### config.mk
export PLATFORM = sky130hd
export DESIGN_NAME = alu32_core
export DESIGN_NICKNAME = d
export VERILOG_FILES = /design/src/rtl/alu_pkg.sv /design/src/rtl/alu_lshift.sv /design/src/rtl/alu_shift_unit.sv /design/src/rtl/alu_addsub.sv /design/src/rtl/alu_bitwise.sv /design/src/rtl/alu_compare.sv /design/src/rtl/alu32_core.sv
export SDC_FILE = /design/constraint.sdc
export NUM_CORES = 1
export LEC_CHECK = 0
export ABC_AREA = 1
export BUFFER_PORTS_ARGS = -buffer_cell sky130_fd_sc_hd__buf_2
export CAP_MARGIN = 20
export CORE_ASPECT_RATIO = 0.5
export CORE_MARGIN = 5
export CORE_UTILIZATION = 35
export DETAILED_ROUTE_END_ITERATION = 10
export PLACE_DENSITY_LB_ADDON = 0.3
export SYNTH_ARGS = -nofsm -noshare
export SYNTH_HDL_FRONTEND = slang
export SYNTH_HIERARCHICAL = 1
export SYNTH_SLANG_ARGS = --single-unit
### constraint.sdc
create_clock -name vclk -period 3
set_input_delay 0.15 -clock vclk [all_inputs]
set_output_delay 0.15 -clock vclk [all_outputs]
set_load 0.01 [all_outputs]
### src/rtl/alu_pkg.sv
`timescale 1ns/1ps
// Package: shared widths, control record and helpers for the integer unit.
// Assumes the opcode layout: bit3 splits datapath/bitwise-compare,
// bit1 splits shift/arith, bit0 splits bitwise/compare in the upper half.
package alu_pkg;

    parameter int unsigned ALU_W = 32;
    localparam int unsigned ALU_SHW = $clog2(ALU_W);
    localparam int unsigned OP_W = 4;

    // Control fields pulled directly from opcode bits.
    typedef struct packed {
        logic       upper_half;   // bitwise or compare group
        logic       use_adder;    // arith rather than shift (lower half)
        logic       use_cmp;      // compare rather than bitwise (upper half)
        logic       sub_en;       // subtract in the adder
        logic       shr_en;       // right shift
        logic       shr_arith;    // sign fill on right shift
        logic [1:0] fsel;         // function within bitwise/compare group
    } alu_ctrl_t;

    // Map opcode bits to control fields with no full decode.
    function automatic alu_ctrl_t decode_op(input logic [OP_W-1:0] op);
        alu_ctrl_t c;
        c.upper_half = op[3];
        c.use_adder  = op[1];
        c.use_cmp    = op[0];
        c.sub_en     = op[2];
        c.shr_en     = op[2];
        c.shr_arith  = op[0];
        c.fsel       = op[2:1];
        return c;
    endfunction

endpackage

### src/rtl/alu_lshift.sv
`timescale 1ns/1ps
// Module: staged left shifter with a fill bit.
// Shifts din left by shamt; vacated low bits take the value of fill.
// Stages run from the largest power of two down to one.
module alu_lshift #(
    parameter int W = 32,
    localparam int SHW = $clog2(W)
) (
    input  logic [W-1:0]   din,
    input  logic [SHW-1:0] shamt,
    input  logic           fill,
    output logic [W-1:0]   dout
);

    logic [W-1:0] stage [0:SHW];

    assign stage[0] = din;

    // One conditional shift per bit of the shift distance.
    for (genvar k = 0; k < SHW; k++) begin : g_stage
        localparam int IDX = SHW - 1 - k;
        localparam int AMT = 1 << IDX;
        logic [W-1:0] shifted;
        assign shifted      = {stage[k][W-1-AMT:0], {AMT{fill}}};
        assign stage[k+1]   = shamt[IDX] ? shifted : stage[k];
    end

    assign dout = stage[SHW];

endmodule

### src/rtl/alu_shift_unit.sv
`timescale 1ns/1ps
// Module: all three shift kinds around one left shifter.
// Right shifts reverse the operand, shift left, then reverse back.
// The fill bit is zero except for an arithmetic right shift.
module alu_shift_unit #(
    parameter int W = 32,
    localparam int SHW = $clog2(W)
) (
    input  logic [W-1:0]   val,
    input  logic [SHW-1:0] shamt,
    input  logic           shr_en,
    input  logic           shr_arith,
    output logic [W-1:0]   dout
);

    logic [W-1:0] val_rev;
    logic [W-1:0] sh_in;
    logic [W-1:0] sh_out;
    logic [W-1:0] sh_out_rev;
    logic         fill;

    // Reverse the operand bit order for right shifts.
    for (genvar i = 0; i < W; i++) begin : g_rev_in
        assign val_rev[i] = val[W-1-i];
    end

    // Reverse the shifter output bit order for right shifts.
    for (genvar i = 0; i < W; i++) begin : g_rev_out
        assign sh_out_rev[i] = sh_out[W-1-i];
    end

    assign sh_in = shr_en ? val_rev : val;
    assign fill  = shr_en & shr_arith & val[W-1];

    alu_lshift #(.W(W)) i_lshift (
        .din   (sh_in),
        .shamt (shamt),
        .fill  (fill),
        .dout  (sh_out)
    );

    assign dout = shr_en ? sh_out_rev : sh_out;

endmodule

### src/rtl/alu_addsub.sv
`timescale 1ns/1ps
// Module: one adder for add and subtract with signed overflow.
// Subtract feeds the inverted second operand and a carry-in of one.
// Overflow: both adder inputs share a sign that the sum does not.
module alu_addsub #(
    parameter int W = 32
) (
    input  logic [W-1:0] a,
    input  logic [W-1:0] b,
    input  logic         sub_en,
    output logic [W-1:0] sum,
    output logic         ovf
);

    logic [W-1:0] b_eff;
    logic [W:0]   total;

    assign b_eff = sub_en ? ~b : b;
    assign total = {1'b0, a} + {1'b0, b_eff} + {{W{1'b0}}, sub_en};
    assign sum   = total[W-1:0];
    assign ovf   = (a[W-1] == b_eff[W-1]) & (sum[W-1] != a[W-1]);

endmodule

### src/rtl/alu_bitwise.sv
`timescale 1ns/1ps
// Module: bitwise functions selected by two bits.
// fsel 00 AND, 01 OR, 10 XOR, 11 NOR. Also exports the XOR for compare.
module alu_bitwise #(
    parameter int W = 32
) (
    input  logic [W-1:0] a,
    input  logic [W-1:0] b,
    input  logic [1:0]   fsel,
    output logic [W-1:0] dout,
    output logic [W-1:0] diff
);

    logic [W-1:0] or_v;

    assign or_v = a | b;
    assign diff = a ^ b;

    // Choose one of the four bitwise functions.
    always_comb begin
        unique case (fsel)
            2'b00:   dout = a & b;
            2'b01:   dout = or_v;
            2'b10:   dout = diff;
            default: dout = ~or_v;
        endcase
    end

endmodule

### src/rtl/alu_compare.sv
`timescale 1ns/1ps
// Module: compare functions producing a single bit in the result LSB.
// fsel 00 equal, 01 not-equal, 10 greater-than, 11 less-or-equal.
// Ordering tests assume the second operand is zero, so only the sign
// and zero-ness of the first operand matter.
module alu_compare #(
    parameter int W = 32
) (
    input  logic [W-1:0] a,
    input  logic [W-1:0] diff,
    input  logic [1:0]   fsel,
    output logic [W-1:0] dout
);

    logic same;
    logic a_zero;
    logic a_pos;
    logic bit_res;

    assign same   = ~|diff;
    assign a_zero = ~|a;
    assign a_pos  = ~a[W-1] & ~a_zero;

    // Pick the compare outcome for the requested function.
    always_comb begin
        unique case (fsel)
            2'b00:   bit_res = same;
            2'b01:   bit_res = ~same;
            2'b10:   bit_res = a_pos;
            default: bit_res = ~a_pos;
        endcase
    end

    assign dout = {{(W-1){1'b0}}, bit_res};

endmodule

### src/rtl/alu32_core.sv
`timescale 1ns/1ps
// Module: combinational integer ALU top.
// Computes shift, add/sub, bitwise and compare results in parallel from
// one shifter and one adder, then selects with two levels of 2-way muxes
// keyed on opcode bits 1/0 and then bit 3. Overflow only for add/sub.
module alu32_core #(
    parameter int W = alu_pkg::ALU_W,
    localparam int SHW = $clog2(W)
) (
    input  logic [W-1:0]   opa_i,
    input  logic [W-1:0]   opb_i,
    input  logic [3:0]     op_i,
    input  logic [SHW-1:0] shamt_i,
    output logic [W-1:0]   res_o,
    output logic           ovf_o
);

    import alu_pkg::*;

    alu_ctrl_t    ctrl;
    logic [W-1:0] shift_res;
    logic [W-1:0] arith_res;
    logic         arith_ovf;
    logic [W-1:0] bit_res;
    logic [W-1:0] bit_diff;
    logic [W-1:0] cmp_res;
    logic [W-1:0] lower_res;
    logic [W-1:0] upper_res;

    assign ctrl = decode_op(op_i);

    alu_shift_unit #(.W(W)) i_shift (
        .val       (opb_i),
        .shamt     (shamt_i),
        .shr_en    (ctrl.shr_en),
        .shr_arith (ctrl.shr_arith),
        .dout      (shift_res)
    );

    alu_addsub #(.W(W)) i_addsub (
        .a      (opa_i),
        .b      (opb_i),
        .sub_en (ctrl.sub_en),
        .sum    (arith_res),
        .ovf    (arith_ovf)
    );

    alu_bitwise #(.W(W)) i_bitwise (
        .a    (opa_i),
        .b    (opb_i),
        .fsel (ctrl.fsel),
        .dout (bit_res),
        .diff (bit_diff)
    );

    alu_compare #(.W(W)) i_compare (
        .a    (opa_i),
        .diff (bit_diff),
        .fsel (ctrl.fsel),
        .dout (cmp_res)
    );

    // First selection level inside each half of the opcode map.
    assign lower_res = ctrl.use_adder ? arith_res : shift_res;
    assign upper_res = ctrl.use_cmp   ? cmp_res   : bit_res;

    // Second level picks the half; overflow gated to the arith codes.
    assign res_o = ctrl.upper_half ? upper_res : lower_res;
    assign ovf_o = ~ctrl.upper_half & ctrl.use_adder & arith_ovf;

endmodule

Yosys cells after proc, flatten, opt, wreduce, memory -nomap -nowiden

Index checks and enable logic that the tools add are counted.

Add/sub/neg operators: 2
Eq/ne operators: 4
Mux-type cells: 13
Bitwise gates (word level): 14
Reductions and logical operators: 4

Operators by type and width:

| operator             | count |
|---|---|
| $mux W32             | 11 |
| $pmux W32 S3         | 1 |
| $not A32 Y32         | 2 |
| $reduce_or A32 Y1    | 2 |
| $add A32 B1 Y32      | 1 |
| $add A32 B32 Y32     | 1 |
| $and A32 B32 Y32     | 1 |
| $or A32 B32 Y32      | 1 |
| $xor A32 B32 Y32     | 1 |
| $and A1 B1 Y1        | 6 |
| $not A1 Y1           | 3 |
| $pmux W1 S3          | 1 |
| $eq A2 B1 Y1 const B | 1 |
| $eq A2 B2 Y1 const B | 1 |
| $logic_not A2 Y1     | 1 |
| $eq A1 B1 Y1         | 1 |
| $logic_not A1 Y1     | 1 |
| $ne A1 B1 Y1         | 1 |

Flip-flop bits (word level): 0
Input port bits: 73
Output and inout bits: 33
Logic and storage cells: 37

Depth between registers and ports, before layout

Gate-level depths: netlist (run 1).

Depth after elaboration: 10
Mapped depth: 21
Depth with buffers taken out: 20

Hierarchy

The synthesis (run 1) kept the hierarchy.

Modules (own cells, without submodules):

| module         | times used | cells an instance | area each (um2) | seq. area each (um2) |
|---|---|---|---|---|
| alu_addsub     | 1          | 459               | 2518.7          | 0.0 |
| alu_bitwise    | 1          | 343               | 2059.5          | 0.0 |
| alu_lshift     | 1          | 391               | 1949.4          | 0.0 |
| alu32_core     | 1          | 378               | 1607.8          | 0.0 |
| alu_shift_unit | 1          | 208               | 852.1           | 0.0 |
| alu_compare    | 1          | 99                | 503.0           | 0.0 |

Least setup slack after synthesis (run 1)

Ideal clock, no wire load.

Path kind: input to output
Start: input op_i[2]
End: output res_o[20]
Arrival time: 2116 ps
Required time: 2850 ps
Slack: 734 ps
Cell stages on the path: 19
Path buffers: 2
Cell sequence: buf_2 buf_2 xnor2_1 fa_1 inv_1 nand3_1 nand2_1 nand2_1 nand2_1 nand2_1 nand2_1 nand3_1 nand2_1 nand2_1 nand2_1 inv_1 nand2_1 nand3_1 nand2_1

RTL lines:

| item              | line             | text |
|---|---|---|
| start, declared   | alu32_core.sv:12 | `input logic [3:0] op_i,` |
| $mux W32          | alu_addsub.sv:18 | `assign b_eff = sub_en ? ~b : b;` |
| $add A32 B32 Y32  | alu_addsub.sv:19 | `assign total = {1'b0, a} + {1'b0, b_eff} + {{W{1'b0}}, sub_en};` |
| $add A32 B1 Y32 * | alu_addsub.sv:19 |  |
| via arith_res[20] | alu32_core.sv:22 | `logic [W-1:0] arith_res;` |
| $mux W32 *        | alu32_core.sv:64 | `assign lower_res = ctrl.use_adder ? arith_res : shift_res;` |
| $mux W32 *        | alu32_core.sv:68 | `assign res_o = ctrl.upper_half ? upper_res : lower_res;` |
| end, declared     | alu32_core.sv:14 | `output logic [W-1:0] res_o,` |

Mark *: on every way through the listed nets, which the timed path passes. The rest lies on a longest branch.

Worst setup path in the final report (run 1)

Start: input opb_i[0]
End: output res_o[24]

RTL lines:

| item               | line             | text |
|---|---|---|
| start, declared    | alu32_core.sv:11 | `input logic [W-1:0] opb_i,` |
| $not A32 Y32       | alu_addsub.sv:18 |  |
| $mux W32 *         | alu_addsub.sv:18 |  |
| $add A32 B32 Y32 * | alu_addsub.sv:19 |  |
| $add A32 B1 Y32 *  | alu_addsub.sv:19 |  |
| via arith_res[24]  | alu32_core.sv:22 |  |
| $mux W32 *         | alu32_core.sv:64 |  |
| $mux W32 *         | alu32_core.sv:68 |  |

Marked as above.

==> results of run 1 <==
## layout make-up
cell class                 instances  area [um^2]  area share
antenna                            1         2.50    0.000252
inverter                         308         1170       0.118
multi-input combinational       1476         7520       0.758
tap                              352          440      0.0444
timing repair buffer             134          785      0.0792
## worst min-delay path, delay by kind of cell
kind / cells / cell delay (ns)
buffers and inverters: 2 / 0.35
and+or+nand+nor: 2 / 0.16
## cell families after synthesis
kind of cell    after synthesis
compound gates               53
xor+xnor                     49
simple gates               1248
fa+ha+maj                    95
other cells                   1
buf+inv                     432
## path summary, 6_finish.rpt
path / startpoint / to / slack (ns) / depth (start not counted)
max: opb_i[0] / res_o[24] / 0.21 / 22
min: op_i[3] / res_o[2] / 0.82 / 4
## report_power, final
part	leakage (nW)	switching (W)	internal (W)
sequential	0	0	0
clock	0.00000634	0	0.0000000000445
combinational	5.96	0.00143	0.000693
## cells in the final DEF (no fill, tap or decap), drive strengths merged
cell type	n
clkinv	1
a21oi	31
nor4	2
nand2	733
nand3	368
nor2	97
conb	31
xor2	46
diode	1
fa	1
or3	1
o21bai	4
and3	1
nand3b	2
ha	94
o21ai	13
buf	134
o21a	2
nor3	5
a21o	3
nand4	37
and2	2
inv	307
xnor2	3
## metal layers
metal | vias up | part of all wire | global-route usage
met2 | 384 | 0.43 | 0.354
met4 | 2 | 0.023 | 0.0450
li1 | 5863 | - | -
met1 | 5192 | 0.47 | 0.321
met5 | - | 0.00031 | 0
met3 | 60 | 0.074 | 0.0221
## through the flow
step                utilization  instances  hold WS (ns)
floorplan                     -       1908         0.505
global placement          0.372       2270         0.835
detailed placement        0.372       2270         0.833
CTS                       0.372       2270         0.834
global route              0.373       2271         0.888
finish                    0.373       2271         0.824
## timing repair
item	4_1_cts	5_1_grt
gates resized for setup	0	3
hold endpoints to repair	0	0
setup buffers	0	0
endpoints found under the setup margin	0	5
==> summary.md, run 1 <==
| Metric | Value |
|---|---|
| Final TNS setup | `0 ns` |
| Syn avg cell area | `5.05 um^2` |
| Synth Area in XOR/XNOR | `0.0452` |
| Worst Path Buf+Inv | `6` |
| WL/cell | `15.8 um` |
| CORE AREA | `26600 um^2` |
| Remaining antenna violation count | `0` |
| Register area | `0 um^2` |
| Status | `completed` |
| Starting Density | `0.357` |
| Number of max-cap violations | `0` |
| Mapped Cells | `1878` |
| Normalized max-slew margin | `0.419` |
| Vias in the first global route | `10100` |
| GRT overflow | `0` |
| 1st-iter DRT viols | `1149` |
| Max Freq | `358 MHz` |
| Leak | `5.96 nW` |
| DRC Markers | `0` |
| Multiplexer share of the synthesized area | `0` |
| Worst-margin pin slew | `0.869 ns` |
| Synth cell types | `41` |
| Post-route cell area | `9910 um^2` |
| Crit-path most repeated cell | `nand2_1` |
| Hpwl dp | `29.3 mm` |
| Largest net degree at the start of global routing | `55` |
| Class of the worst hold path | `in -> out` |
| Final Wtd Congestion | `0.993` |
| Setup ws final | `0.208 ns` |
| Final Power | `0.00213 W` |
| Synth Cell Area | `9490 um^2` |
| Fillers | `3148` |
| Dpl cell area | `9900 um^2` |
| Worst setup slack after placement | `0.165 ns` |
| Drt total wl | `35.8 mm` |
| Setup CP Type | `in -> out` |
| RSZ-0062 raised after global routing | `no` |
| Area leader, netlist | `nand2_1` |
| Top-count cell post-synth | `nand2_1` |
| Gr usage total | `0.220` |
| Vias | `11500` |
| Final Hold Viols | `0` |
| Delay of the slowest cell on the worst path | `0.39 ns` |
| # IOs | `106` |
| Row Count | `42` |
| Post-synthesis sequential area ratio | `0` |
| Worst vdd ir | `0.0593 mV` |
| Nets | `2088` |
| Startpoint Class | `primary input` |
| Fin crit period | `2.79 ns` |
| Critical path's slowest cell | `fa_1` |
| Top cell family by delay on the critical path | `simple AND/OR/NAND/NOR gates` |
| Share of the synthesized area in the top cell type | `0.274` |
| Number of clock-tree buffers in the layout | `0` |
| CP Data Required Time | `2.85 ns` |
| Post-synthesis simple-gate area fraction | `0.578` |
| First-pass GRT wire length | `55.6 mm` |
| PD cells | `214 nW/um^2` |
| Die Span Y | `126 um` |
| Crit Path Max Fanout | `6` |
| Synth warn | `6` |
| DR pass1 iterations | `6` |
| Initial antenna violation count | `3` |
| Largest family of logic cells by synthesized area | `simple AND/OR/NAND/NOR gates` |
| Buffers on Ports | `106` |
| Routed vias/inst | `5.06` |
| Area Overhead vs Synth | `4.43%` |
| Final Max Tran Viols | `0` |
| Die Area | `30700 um^2` |
| Critical path arrival | `2.64 ns` |
| Final Cycle Share | `0.931` |
| Synth cell count leaders | `nand2_1, nand3_1, inv_1` |
| Ratio of cells with drive above 1 in the final layout | `0.110` |
| Top cells by area, synth | `nand2_1, nand3_1, ha_1, inv_1, buf_4` |
| Number of hold buffers added after CTS | `0` |
| Crit path capture type | `output port` |
| Synth Area in Compound Gates | `0.0303` |
| Crit-path cells | `buf_2 -> inv_1 -> nand2_1 -> and2_2 -> inv_1 -> fa_1 -> inv_1 -> nand3_1 -> nand2_1 -> nand2_1 -> nand2_1 -> nand3_1 -> nand2_1 -> nand2_1 -> nand2_1 -> nand2_1 -> nand2_1 -> inv_1 -> nand2_1 -> nand3_1 -> nand2_1 -> buf_2` |
| Flip-flop and latch count | `0` |
| Final setup viols | `0` |
| Synthesized-area fraction occupied by adder cells | `0.126` |
| Die W | `243 um` |
Note: power is estimated with default switching activity, not from simulation.
==> inputs of run 2 (changes only) <==
- CORE_ASPECT_RATIO: 0.5 -> not set
- clock period: 3 -> 2.9 ns (I/O delays scaled with it)
==> summary.md, run 2 (same netlist as run 1, synthesis figures left out) <==
| Metric | Value |
|---|---|
| Status | `completed` |
| Final setup viols | `0 (unchanged)` |
| Top cell family by delay on the critical path | `simple AND/OR/NAND/NOR gates` |
| # IOs | `106 (unchanged)` |
| Final Cycle Share | `0.949` |
| Area Overhead vs Synth | `5.06%` |
| Buffers on Ports | `106 (unchanged)` |
| Max Freq | `363 MHz` |
| Most common cell after layout, fill and taps aside | `nand2_1` |
| Worst vdd ir | `0.0779 mV (+31%)` |
| Crit Path Max Fanout | `6 (unchanged)` |
| DRC Markers | `0 (unchanged)` |
| Remaining antenna violation count | `0 (unchanged)` |
| Die Span Y | `175 um (+38%)` |
| Row Count | `60 (+43%)` |
| Register area | `0 um^2 (unchanged)` |
| Flip-flop and latch count | `0 (unchanged)` |
| Leak | `6.00 nW (+0.62%)` |
| DR pass1 iterations | `5 (-1)` |
| Crit-path cells | `clkbuf_4 -> inv_1 -> nand2_1 -> and2_2 -> inv_1 -> fa_1 -> inv_1 -> nand3_1 -> nand2_1 -> nand2_1 -> nand2_1 -> nand3_1 -> nand2_1 -> xor2_1 -> inv_1 -> nand2_1 -> nand3_1 -> nand2_1 -> buf_2` |
| Number of max-cap violations | `0 (unchanged)` |
| Ratio of cells with drive above 1 in the final layout | `0.117 (+0.00687)` |
| Number of diodes | `0 (-1)` |
| Delay of the slowest cell on the worst path | `0.39 ns (about the same)` |
| PD cells | `225 nW/um^2 (+5.1%)` |
| CP Data Required Time | `2.76 ns (-0.09 ns)` |
| Worst-margin pin slew | `0.607 ns (-0.262 ns)` |
| Crit path capture type | `output port` |
| Number of hold buffers added after CTS | `0 (unchanged)` |
| Vias in the first global route | `10300 (+2.2%)` |
| Commonest non-fill, non-tap cells in the layout | `nand2_1, nand3_1, inv_1` |
| GRT overflow | `0 (unchanged)` |
| Vias | `11600 (+0.94%)` |
| Final Max Tran Viols | `0 (unchanged)` |
| 1st-iter DRT viols | `1044 (-9.1%)` |
| Fin crit period | `2.75 ns` |
| Worst setup slack after placement | `0.169 ns (+0.00336 ns)` |
| Drt total wl | `37.5 mm (+4.7%)` |
| Hpwl dp | `30.9 mm (+5.5%)` |
| Post-route cell area | `9970 um^2 (+0.61%)` |
| Dpl cell area | `9930 um^2 (+0.32%)` |
| Die W | `175 um (-28%)` |
| WL/cell | `16.6 um (+5.0%)` |
| Startpoint Class | `primary input` |
| Class of the worst hold path | `in -> out` |
| Gr usage total | `0.236 (+0.0154)` |
| Fin cells | `2266 (-0.22%)` |
| Die Area | `30500 um^2 (-0.65%)` |
| WHS | `0.798 ns (-0.0258 ns)` |
| Number of clock-tree buffers in the layout | `0 (unchanged)` |
| Starting Density | `0.354 (-0.00280)` |
| Final Hold Viols | `0 (unchanged)` |
| Initial antenna violation count | `0 (-3)` |
| RSZ-0062 raised after global routing | `yes` |
| CORE AREA | `26800 um^2 (+0.79%)` |
| Setup ws final | `0.147 ns (-0.0610 ns)` |
| Setup CP Type | `in -> out` |
| Critical path's slowest cell | `fa_1` |
| Final TNS setup | `0 ns (unchanged)` |
| Crit-path most repeated cell | `nand2_1` |
| Normalized max-slew margin | `0.596 (+0.176)` |
| Largest net degree at the start of global routing | `50 (-9.1%)` |
| Routed vias/inst | `5.12 (+1.2%)` |
| Final Wtd Congestion | `1.01 (+2.0%)` |
| Nets | `2095 (+0.34%)` |
| Worst Path Buf+Inv | `6 (unchanged)` |
| Placed Cells incl. Taps | `2265 (-0.22%)` |
| Critical path arrival | `2.61 ns (-0.03 ns)` |
| First-pass GRT wire length | `58.1 mm (+4.6%)` |
==> run 2: cell count changes in the layout (fill, tap and decap cells not counted), moves of 2 or more <==
cell | before | now
a21oi_1 | 31 | 28
a21oi_2 | 0 | 3
buf_12 | 3 | 1
buf_4 | 25 | 33
nor2_1 | 86 | 84
nor2_2 | 7 | 9
==> run 2: area by class of cell <==
| type | instances | area [um^2] |
|---|---|---|
| multi-input cells | 1476 | 7540 |
| well taps | 341 | 427 |
| fillers | 3168 | 16800 |
| inverters | 308 | 1170 |
| repair buffers | 141 | 835 |
==> run 2: path summary, 6_finish.rpt <==
kind / slack, ns / end / cells past startpoint / startpoint
min: 0.80 / res_o[5] / 4 / op_i[3]
max: 0.15 / res_o[16] / 19 / opb_i[0]
==> run 2: tightest hold or removal path, cell delays in order <==
cell     delay [ns]
buf_2          0.21
nand3_1        0.12
nand2_1        0.04
buf_2          0.13
==> run 2: repair_timing <==
item / CTS / global route
setup endpoints to repair: 0 / 11
resized for setup: 0 / 11
buffers inserted: 0 / 1
hold endpoints to repair: 0 / 0
==> run 2: layer usage <==
metal	track usage	wire length, um	vias to the layer above	share of wire
met5	0	0	-	0
met3	0.0277	3260	68	0.087
li1	-	-	5865	-
met2	0.364	15700	495	0.42
met1	0.340	17100	5181	0.46
met4	0.0740	1510	0	0.040
==> run 2: stage by stage <==
step / utilization / power, W
floorplan: - / 0.00157
global placement: 0.370 / 0.00219
detailed placement: 0.370 / 0.00220
CTS: 0.370 / 0.00221
global route: 0.372 / 0.00251
finish: 0.372 / 0.00225
==> run 2: power breakdown <==
part	internal (W)	leakage, nW	switching, W
Combinational	0.000730	6.00	0.00152
Sequential	0	0	0
Clock	0	0	0
Total	0.000730	6.00	0.00152
